File: src/rtl/tx_char_pkg.sv
package tx_char_pkg;

    localparam int CODE_W = 10;
    localparam int DATA_W = 8;
    localparam logic [CODE_W-1:0] VIOL_CODE = 10'b00000_11111;
    localparam logic [DATA_W-1:0] MARK_BYTE = 8'hBC;

    typedef enum logic {
        BS_IDLE = 1'b0,
        BS_RUN  = 1'b1
    } bist_state_t;

    // 5b/6b sub-block, negative-disparity form, returned as {a,b,c,d,e,i}
    function automatic logic [5:0] enc6_neg(input logic [4:0] x);
        unique case (x)
            5'd0:  enc6_neg = 6'b100111;
            5'd1:  enc6_neg = 6'b011101;
            5'd2:  enc6_neg = 6'b101101;
            5'd3:  enc6_neg = 6'b110001;
            5'd4:  enc6_neg = 6'b110101;
            5'd5:  enc6_neg = 6'b101001;
            5'd6:  enc6_neg = 6'b011001;
            5'd7:  enc6_neg = 6'b111000;
            5'd8:  enc6_neg = 6'b111001;
            5'd9:  enc6_neg = 6'b100101;
            5'd10: enc6_neg = 6'b010101;
            5'd11: enc6_neg = 6'b110100;
            5'd12: enc6_neg = 6'b001101;
            5'd13: enc6_neg = 6'b101100;
            5'd14: enc6_neg = 6'b011100;
            5'd15: enc6_neg = 6'b010111;
            5'd16: enc6_neg = 6'b011011;
            5'd17: enc6_neg = 6'b100011;
            5'd18: enc6_neg = 6'b010011;
            5'd19: enc6_neg = 6'b110010;
            5'd20: enc6_neg = 6'b001011;
            5'd21: enc6_neg = 6'b101010;
            5'd22: enc6_neg = 6'b011010;
            5'd23: enc6_neg = 6'b111010;
            5'd24: enc6_neg = 6'b110011;
            5'd25: enc6_neg = 6'b100110;
            5'd26: enc6_neg = 6'b010110;
            5'd27: enc6_neg = 6'b110110;
            5'd28: enc6_neg = 6'b001110;
            5'd29: enc6_neg = 6'b101110;
            5'd30: enc6_neg = 6'b011110;
            default: enc6_neg = 6'b101011;
        endcase
    endfunction

    // 3b/4b sub-block, negative-disparity primary form, returned as {f,g,h,j}
    function automatic logic [3:0] enc4_neg(input logic [2:0] y);
        unique case (y)
            3'd0: enc4_neg = 4'b1011;
            3'd1: enc4_neg = 4'b1001;
            3'd2: enc4_neg = 4'b0101;
            3'd3: enc4_neg = 4'b1100;
            3'd4: enc4_neg = 4'b1101;
            3'd5: enc4_neg = 4'b1010;
            3'd6: enc4_neg = 4'b0110;
            default: enc4_neg = 4'b1110;
        endcase
    endfunction

endpackage

File: src/rtl/tx_char_cnt.sv
module tx_char_cnt #(
    parameter int CHAR_BITS = 10
) (
    input  logic clk,
    input  logic rst_n,
    output logic load_o
);
    localparam int CW = $clog2(CHAR_BITS);
    localparam logic [CW-1:0] LAST = CW'(CHAR_BITS - 1);

    logic [CW-1:0] cnt_q;

    always_ff @(posedge clk) begin
        if (!rst_n)            cnt_q <= '0;
        else if (cnt_q == LAST) cnt_q <= '0;
        else                   cnt_q <= cnt_q + 1'b1;
    end

    assign load_o = (cnt_q == LAST);
endmodule

File: src/rtl/tx_char_enc.sv
module tx_char_enc
    import tx_char_pkg::*;
(
    input  logic [DATA_W-1:0] byte_in,
    input  logic              k_in,
    input  logic              viol_in,
    input  logic              rd_in,     // 1 = positive
    output logic [CODE_W-1:0] code_out,  // bit 0 = a
    output logic              rd_out
);
    logic [4:0] x;
    logic [2:0] y;
    logic       k28, k_ok, bad, comp6, comp4, rd_mid, use_a7;
    logic [5:0] v6, s6;
    logic [3:0] v4, s4;
    logic [2:0] n6, n4;
    logic [CODE_W-1:0] msb_first;

    always_comb begin
        x      = byte_in[4:0];
        y      = byte_in[7:5];
        k28    = k_in && (x == 5'd28);
        k_ok   = k28 || (k_in && (y == 3'd7) &&
                 (x == 5'd23 || x == 5'd27 || x == 5'd29 || x == 5'd30));
        bad    = viol_in || (k_in && !k_ok);

        v6     = k28 ? 6'b001111 : enc6_neg(x);
        n6     = 3'($countones(v6));
        comp6  = rd_in && ((n6 != 3'd3) || (x == 5'd7 && !k28));
        s6     = comp6 ? ~v6 : v6;
        rd_mid = (n6 != 3'd3) ? ~rd_in : rd_in;

        use_a7 = (y == 3'd7) && (k_in ||
                 (!rd_mid && (x == 5'd17 || x == 5'd18 || x == 5'd20)) ||
                 ( rd_mid && (x == 5'd11 || x == 5'd13 || x == 5'd14)));
        v4     = use_a7 ? 4'b0111 : enc4_neg(y);
        n4     = 3'($countones(v4));
        comp4  = rd_mid ? ((n4 != 3'd2) || (y == 3'd3))
                        : (k28 && (n4 == 3'd2) && (y != 3'd3));
        s4     = comp4 ? ~v4 : v4;

        msb_first = {s6, s4};
        for (int i = 0; i < CODE_W; i++) code_out[i] = msb_first[CODE_W-1-i];
        rd_out = (n4 != 3'd2) ? ~rd_mid : rd_mid;

        if (bad) begin
            code_out = VIOL_CODE;
            rd_out   = rd_in;
        end
    end
endmodule

File: src/rtl/tx_char_bist.sv
module tx_char_bist
    import tx_char_pkg::*;
#(
    parameter int LFSR_W   = 9,
    parameter int LFSR_TAP = 5
) (
    input  logic              clk,
    input  logic              rst_n,
    input  logic              load,
    input  logic              bist_n,
    output logic [DATA_W-1:0] bist_byte,
    output logic              bist_k,
    output logic              bist_viol
);
    localparam logic [LFSR_W-1:0] SEED = '1;

    bist_state_t       state_q, state_d;
    logic [LFSR_W-1:0] lfsr_q;

    always_ff @(posedge clk) begin
        if (!rst_n) state_q <= BS_IDLE;
        else        state_q <= state_d;
    end

    always_comb begin
        state_d = state_q;
        unique case (state_q)
            BS_IDLE: if (!bist_n && load) state_d = BS_RUN;
            BS_RUN:  if (bist_n)          state_d = BS_IDLE;
            default: state_d = BS_IDLE;
        endcase
    end

    always_comb begin
        unique case (state_q)
            BS_RUN: begin
                bist_byte = lfsr_q[DATA_W-1:0];
                bist_k    = 1'b0;
                bist_viol = (lfsr_q == SEED);
            end
            default: begin
                bist_byte = MARK_BYTE;
                bist_k    = 1'b1;
                bist_viol = 1'b0;
            end
        endcase
    end

    always_ff @(posedge clk) begin
        if (!rst_n || state_q != BS_RUN) lfsr_q <= SEED;
        else if (load)
            lfsr_q <= {lfsr_q[LFSR_W-2:0], lfsr_q[LFSR_W-1] ^ lfsr_q[LFSR_TAP-1]};
    end
endmodule

File: src/rtl/tx_char_front.sv
module tx_char_front
    import tx_char_pkg::*;
#(
    parameter int LFSR_W   = 9,
    parameter int LFSR_TAP = 5
) (
    input  logic              clk,
    input  logic              rst_n,
    input  logic              mode_bypass,
    input  logic              bist_n,
    input  logic [CODE_W-1:0] data_in,
    input  logic              is_k,
    input  logic              send_viol,
    output logic              chr_ack,
    output logic [CODE_W-1:0] tx_code,
    output logic              ser_out
);
    logic              load, enc_mode, rd_q, enc_rd, b_k, b_v, sel_k, sel_v;
    logic [DATA_W-1:0] b_byte, sel_byte;
    logic [CODE_W-1:0] enc_code, code_nxt, code_q, shreg_q;

    tx_char_cnt #(.CHAR_BITS(CODE_W)) u_cnt (
        .clk(clk), .rst_n(rst_n), .load_o(load)
    );

    tx_char_bist #(.LFSR_W(LFSR_W), .LFSR_TAP(LFSR_TAP)) u_bist (
        .clk(clk), .rst_n(rst_n), .load(load), .bist_n(bist_n),
        .bist_byte(b_byte), .bist_k(b_k), .bist_viol(b_v)
    );

    always_comb begin
        enc_mode = !mode_bypass || !bist_n;
        sel_byte = !bist_n ? b_byte : data_in[DATA_W-1:0];
        sel_k    = !bist_n ? b_k    : is_k;
        sel_v    = !bist_n ? b_v    : send_viol;
    end

    tx_char_enc u_enc (
        .byte_in(sel_byte), .k_in(sel_k), .viol_in(sel_v), .rd_in(rd_q),
        .code_out(enc_code), .rd_out(enc_rd)
    );

    assign code_nxt = enc_mode ? enc_code : data_in;

    always_ff @(posedge clk) begin
        if (!rst_n) begin
            code_q  <= '0;
            shreg_q <= '0;
            rd_q    <= 1'b0;
        end else if (load) begin
            code_q  <= code_nxt;
            shreg_q <= code_nxt;
            if (enc_mode) rd_q <= enc_rd;
        end else begin
            shreg_q <= {1'b0, shreg_q[CODE_W-1:1]};
        end
    end

    assign chr_ack = load;
    assign tx_code = code_q;
    assign ser_out = shreg_q[0];
endmodule

File: config.mk
export PLATFORM = sky130hd
export DESIGN_NAME = tx_char_front
export DESIGN_NICKNAME = d
export VERILOG_FILES = /design/src/rtl/tx_char_pkg.sv /design/src/rtl/tx_char_cnt.sv /design/src/rtl/tx_char_enc.sv /design/src/rtl/tx_char_bist.sv /design/src/rtl/tx_char_front.sv
export SDC_FILE = /design/constraint.sdc
export NUM_CORES = 1
export LEC_CHECK = 0
export BUFFER_PORTS_ARGS = -buffer_cell sky130_fd_sc_hd__clkbuf_2
export CAP_MARGIN = 5
export CORE_UTILIZATION = 45
export CTS_CLUSTER_DIAMETER = 30
export DETAILED_ROUTE_END_ITERATION = 6
export GPL_ROUTABILITY_DRIVEN = 0
export SLEW_MARGIN = 20
export SYNTH_ARGS = -nofsm -noshare
export SYNTH_HDL_FRONTEND = slang
export SYNTH_SLANG_ARGS = --single-unit
File: constraint.sdc
create_clock -name clk -period 8.85 [get_ports clk]
set_clock_uncertainty 0.15 [all_clocks]
set_input_delay 1.3275 -clock clk [delete_from_list [all_inputs] [get_ports clk]]
set_output_delay 1.3275 -clock clk [all_outputs]
set_load 0.03 [all_outputs]
==> flow_summary_export.csv <==
group,metric,value,unit
run_status,status,"completed",
placement,dp.cells,398,
finish,diodes,0,
synth,ys_ff_latch,35,
clocking,cts_hold_buffers,0,
clocking,cts_resized,0,
synth,yosys.cell_count.top_type,"nand2_1",
power_and_ir_drop,pwr-share-clk,35.8,%
clocking,cts.clk_slew.worst_paths,0.07,ns
placement,place_worst_setup_slack,0.791,ns
synth,syn_inst,314,
detailed_routing,routed_via_density,5.63,
power_and_ir_drop,pwr-share-seq,39.1,%
clocking,cts.path.max_buffers,2,
sta,tns,0,ns
sta,setup_viol_count_final,0,
synth,seq_area_frac_synth,27.9,%
finish,syn2layout_area_growth,11.1,%
flow_run,cap_violations,0,
finish,instances_no_fill,406,
synth,synth_top_cells_by_count,"nand2_1, dfxtp_1, nor2_1",
power_and_ir_drop,ir_worst_vdd,0.0974,mV
synth,ys_warn_count,0,
critical_path,cp-end-kind,"flop",
floorplanning,ios,28,
floorplanning,num_rows,26,
critical_path,setup.worst_path.start_class,"input pin",
detailed_routing,num_vias,2284,
floorplanning,core,0.00524,sq mm
synth,synth_top_area_share,27.9,%
power_and_ir_drop,p_leak,1.29,nW
detailed_routing,routedWlPerCell,15.0,um
sta,fin_crit,7.79,ns
synth,synth_ff_type,"dfxtp_1",
power_and_ir_drop,comb_power_share,25.1,%
grt,overflow,0,
hold_path,min_path_type,"flop to flop",
power_and_ir_drop,p_switching,124,uW
clocking,clock_latency,0.29,ns
floorplanning,dieArea,0.00589,sq mm
synth,synth_area,0.00251,sq mm
synth,synth_edf_count,0,
finish,multi_input_area,0.00170,sq mm
critical_path,critPathKind,"input pin to flop",
floorplanning,die_x,76.7,um
finish,regArea,701,sq um
clocking,cts.sinks,35,
grt,grt_pass1_wl,10200,um
critical_path,crit_slowest_cell,"o21ai_0",
finish,drive_gt1_share,15.5,%
detailed_routing,wl,6100,um
clocking,post_cts_buffers,0,
grt,grt_pass1_vias,2107,
synth,synth.avg_cell_area,8.01,sq um
power_and_ir_drop,p_int,285,uW
power_and_ir_drop,pwr_density_cell,146,mW/mm^2
sta,worst_pin_slew,0.688,ns
detailed_routing,drcViolationCount,0,
clocking,cts_tree,"yes",
detailed_routing,drt_iter0_drc,144,
critical_path,cpMostUsedCell,"ha_1",
sta,drv_slew,0,
floorplanning,die_height,76.7,um
finish,nets,370,
placement,io_buffers,27,
grt,track_usage,21.9,%
sta,finalHoldViolations,0,
finish,design_area,0.00279,sq mm
synth,yosysUniqueCellTypes,58,
sta,relSlewSlack,53.7,%
sta,rsz0062_at_grt,"no",
detailed_routing,drt_pass1_iterations,4,
critical_path,required,8.93,ns
floorplanning,initial_utilization,48.0,%
synth,async_flop_share,0,%
grt,antenna_found_initial,0,
critical_path,crit_fanout,6,
sta,fin_ws,1.06,ns
finish,n_fill_cell,509,
grt,grt_max_degree,39,
critical_path,arrival,7.87,ns
sta,finalCritPeriodShare,88.0,%
synth,synthTopCellsByArea,"dfxtp_1, ha_1, nand2_1, nor2_1, xor2_1",
critical_path,cp_slowest_stage_delay,0.57,ns
placement,post-dp-hpwl,4660,um
clocking,cts_root_buffer,"clkbuf_8",
clocking,htreeDepth,2,
placement,placedInstanceArea,0.00268,sq mm
power_and_ir_drop,p_sw_share,30.3,%
clocking,cts_buffers,5,
sta,fmax,128,MHz
detailed_routing,antenna_left,0,
synth,synth_top_cell_by_area,"dfxtp_1",
synth,syn_nets,349,
-- cell families (layout without fill, tap and decap cells) --
group | count (synthesis) | in the layout | share of synthesized area [%]
XOR/XNOR | 17 | 17 | 5.92
multiplexers | 7 | 7 | 2.94
buffers and inverters | 26 | 48 | 4.38
AO/OA/AOI/OAI | 88 | 88 | 25.6
adder cells (fa/ha/maj) | 19 | 19 | 10.4
AND/OR/NAND/NOR | 122 | 122 | 22.9
flip-flops | 35 | 35 | 27.9
-- power by group through the flow --
stage,logic (mW),registers (mW),clock network (mW)
2_1_floorplan,0.0775,0.163,0
3_3_place_gp,0.100,0.163,0
3_5_place_dp,0.101,0.163,0
4_1_cts,0.102,0.160,0.150
5_1_grt,0.115,0.160,0.156
6_report,0.102,0.160,0.146
-- layer usage --
metal  GRT usage, %  wire [um]  up-vias
met4           6.54         80        0
met2           34.1       2640       64
met1           30.5       3050     1047
li1               -          -     1166
met3           3.93        328        7
met5              0          0        -
-- sequential cells by signal (all words and copies together), names as in the netlist --
register / flops
rd_q: 1
shreg_q: 10
u_cnt.cnt_q: 4
u_bist.lfsr_q: 9
u_bist.state_q: 1
tx_code: 10
-- area by class of cell --
class	instances	area share (%)
clock buffers	5	2.47
clock inverters	3	1.57
inverters	12	1.61
multi-input cells	253	61.0
flip-flops and latches	35	25.1
well taps	70	3.14
repair buffers	28	5.11
-- through the flow --
stage          utilization [%]  hold WS [ns]  total power, mW
2_1_floorplan                -         0.249            0.241
3_3_place_gp              51.1         0.257            0.264
3_5_place_dp              51.1         0.256            0.264
4_1_cts                   53.3         0.275            0.411
5_1_grt                   53.3         0.283            0.431
6_report                  53.3         0.276            0.409
-- path summary, 6_finish.rpt --
| check | slack, ns | cells after the start | startpoint | end |
|---|---|---|---|---|
| min reg2reg | 0.28 | 2 | shreg_q[3] | shreg_q[2] |
| max reg2reg | 1.45 | 27 | u_bist.state_q | tx_code[8] |
| max | 1.06 | 27 | bist_n | tx_code[8] |
| min | 0.28 | 2 | shreg_q[3] | shreg_q[2] |
-- worst max-delay path: cells and delay by family --
family,cells,cell delay [ns]
compound gates,9,2.19
xor+xnor,1,0.15
buf+inv,2,0.34
fa+ha+maj,7,2.27
simple gates,7,1.23
mux,1,0.34
-- cell usage in the layout, fill, tap and decap left out, types with 2 or more instances in the layout --
cell type	netlist	routed
and2_1	6	6
inv_1	11	11
mux2i_1	4	4
nor4bb_1	2	2
clkbuf_2	0	27
xor2_1	9	9
o221a_2	2	2
a22oi_1	2	2
nor3b_1	3	3
o211ai_1	9	9
nor3_1	2	2
a221oi_2	2	2
o21ai_1	2	2
clkbuf_8	0	5
fa_1	3	3
o221ai_1	5	5
a31oi_1	4	4
ha_1	16	16
nand3_1	12	12
nor2_1	26	26
nand2_1	50	50
nor2b_1	3	3
a21o_1	10	10
o21a_1	3	3
or2_2	3	3
a21oi_1	15	15
mux2_2	3	3
a32o_1	2	2
and3_1	4	4
nand2b_1	5	5
xnor2_1	8	8
o21ai_0	15	15
o32ai_1	2	2
dfxtp_1	35	35
No activity file was read; power rests on OpenSTA's default activity.
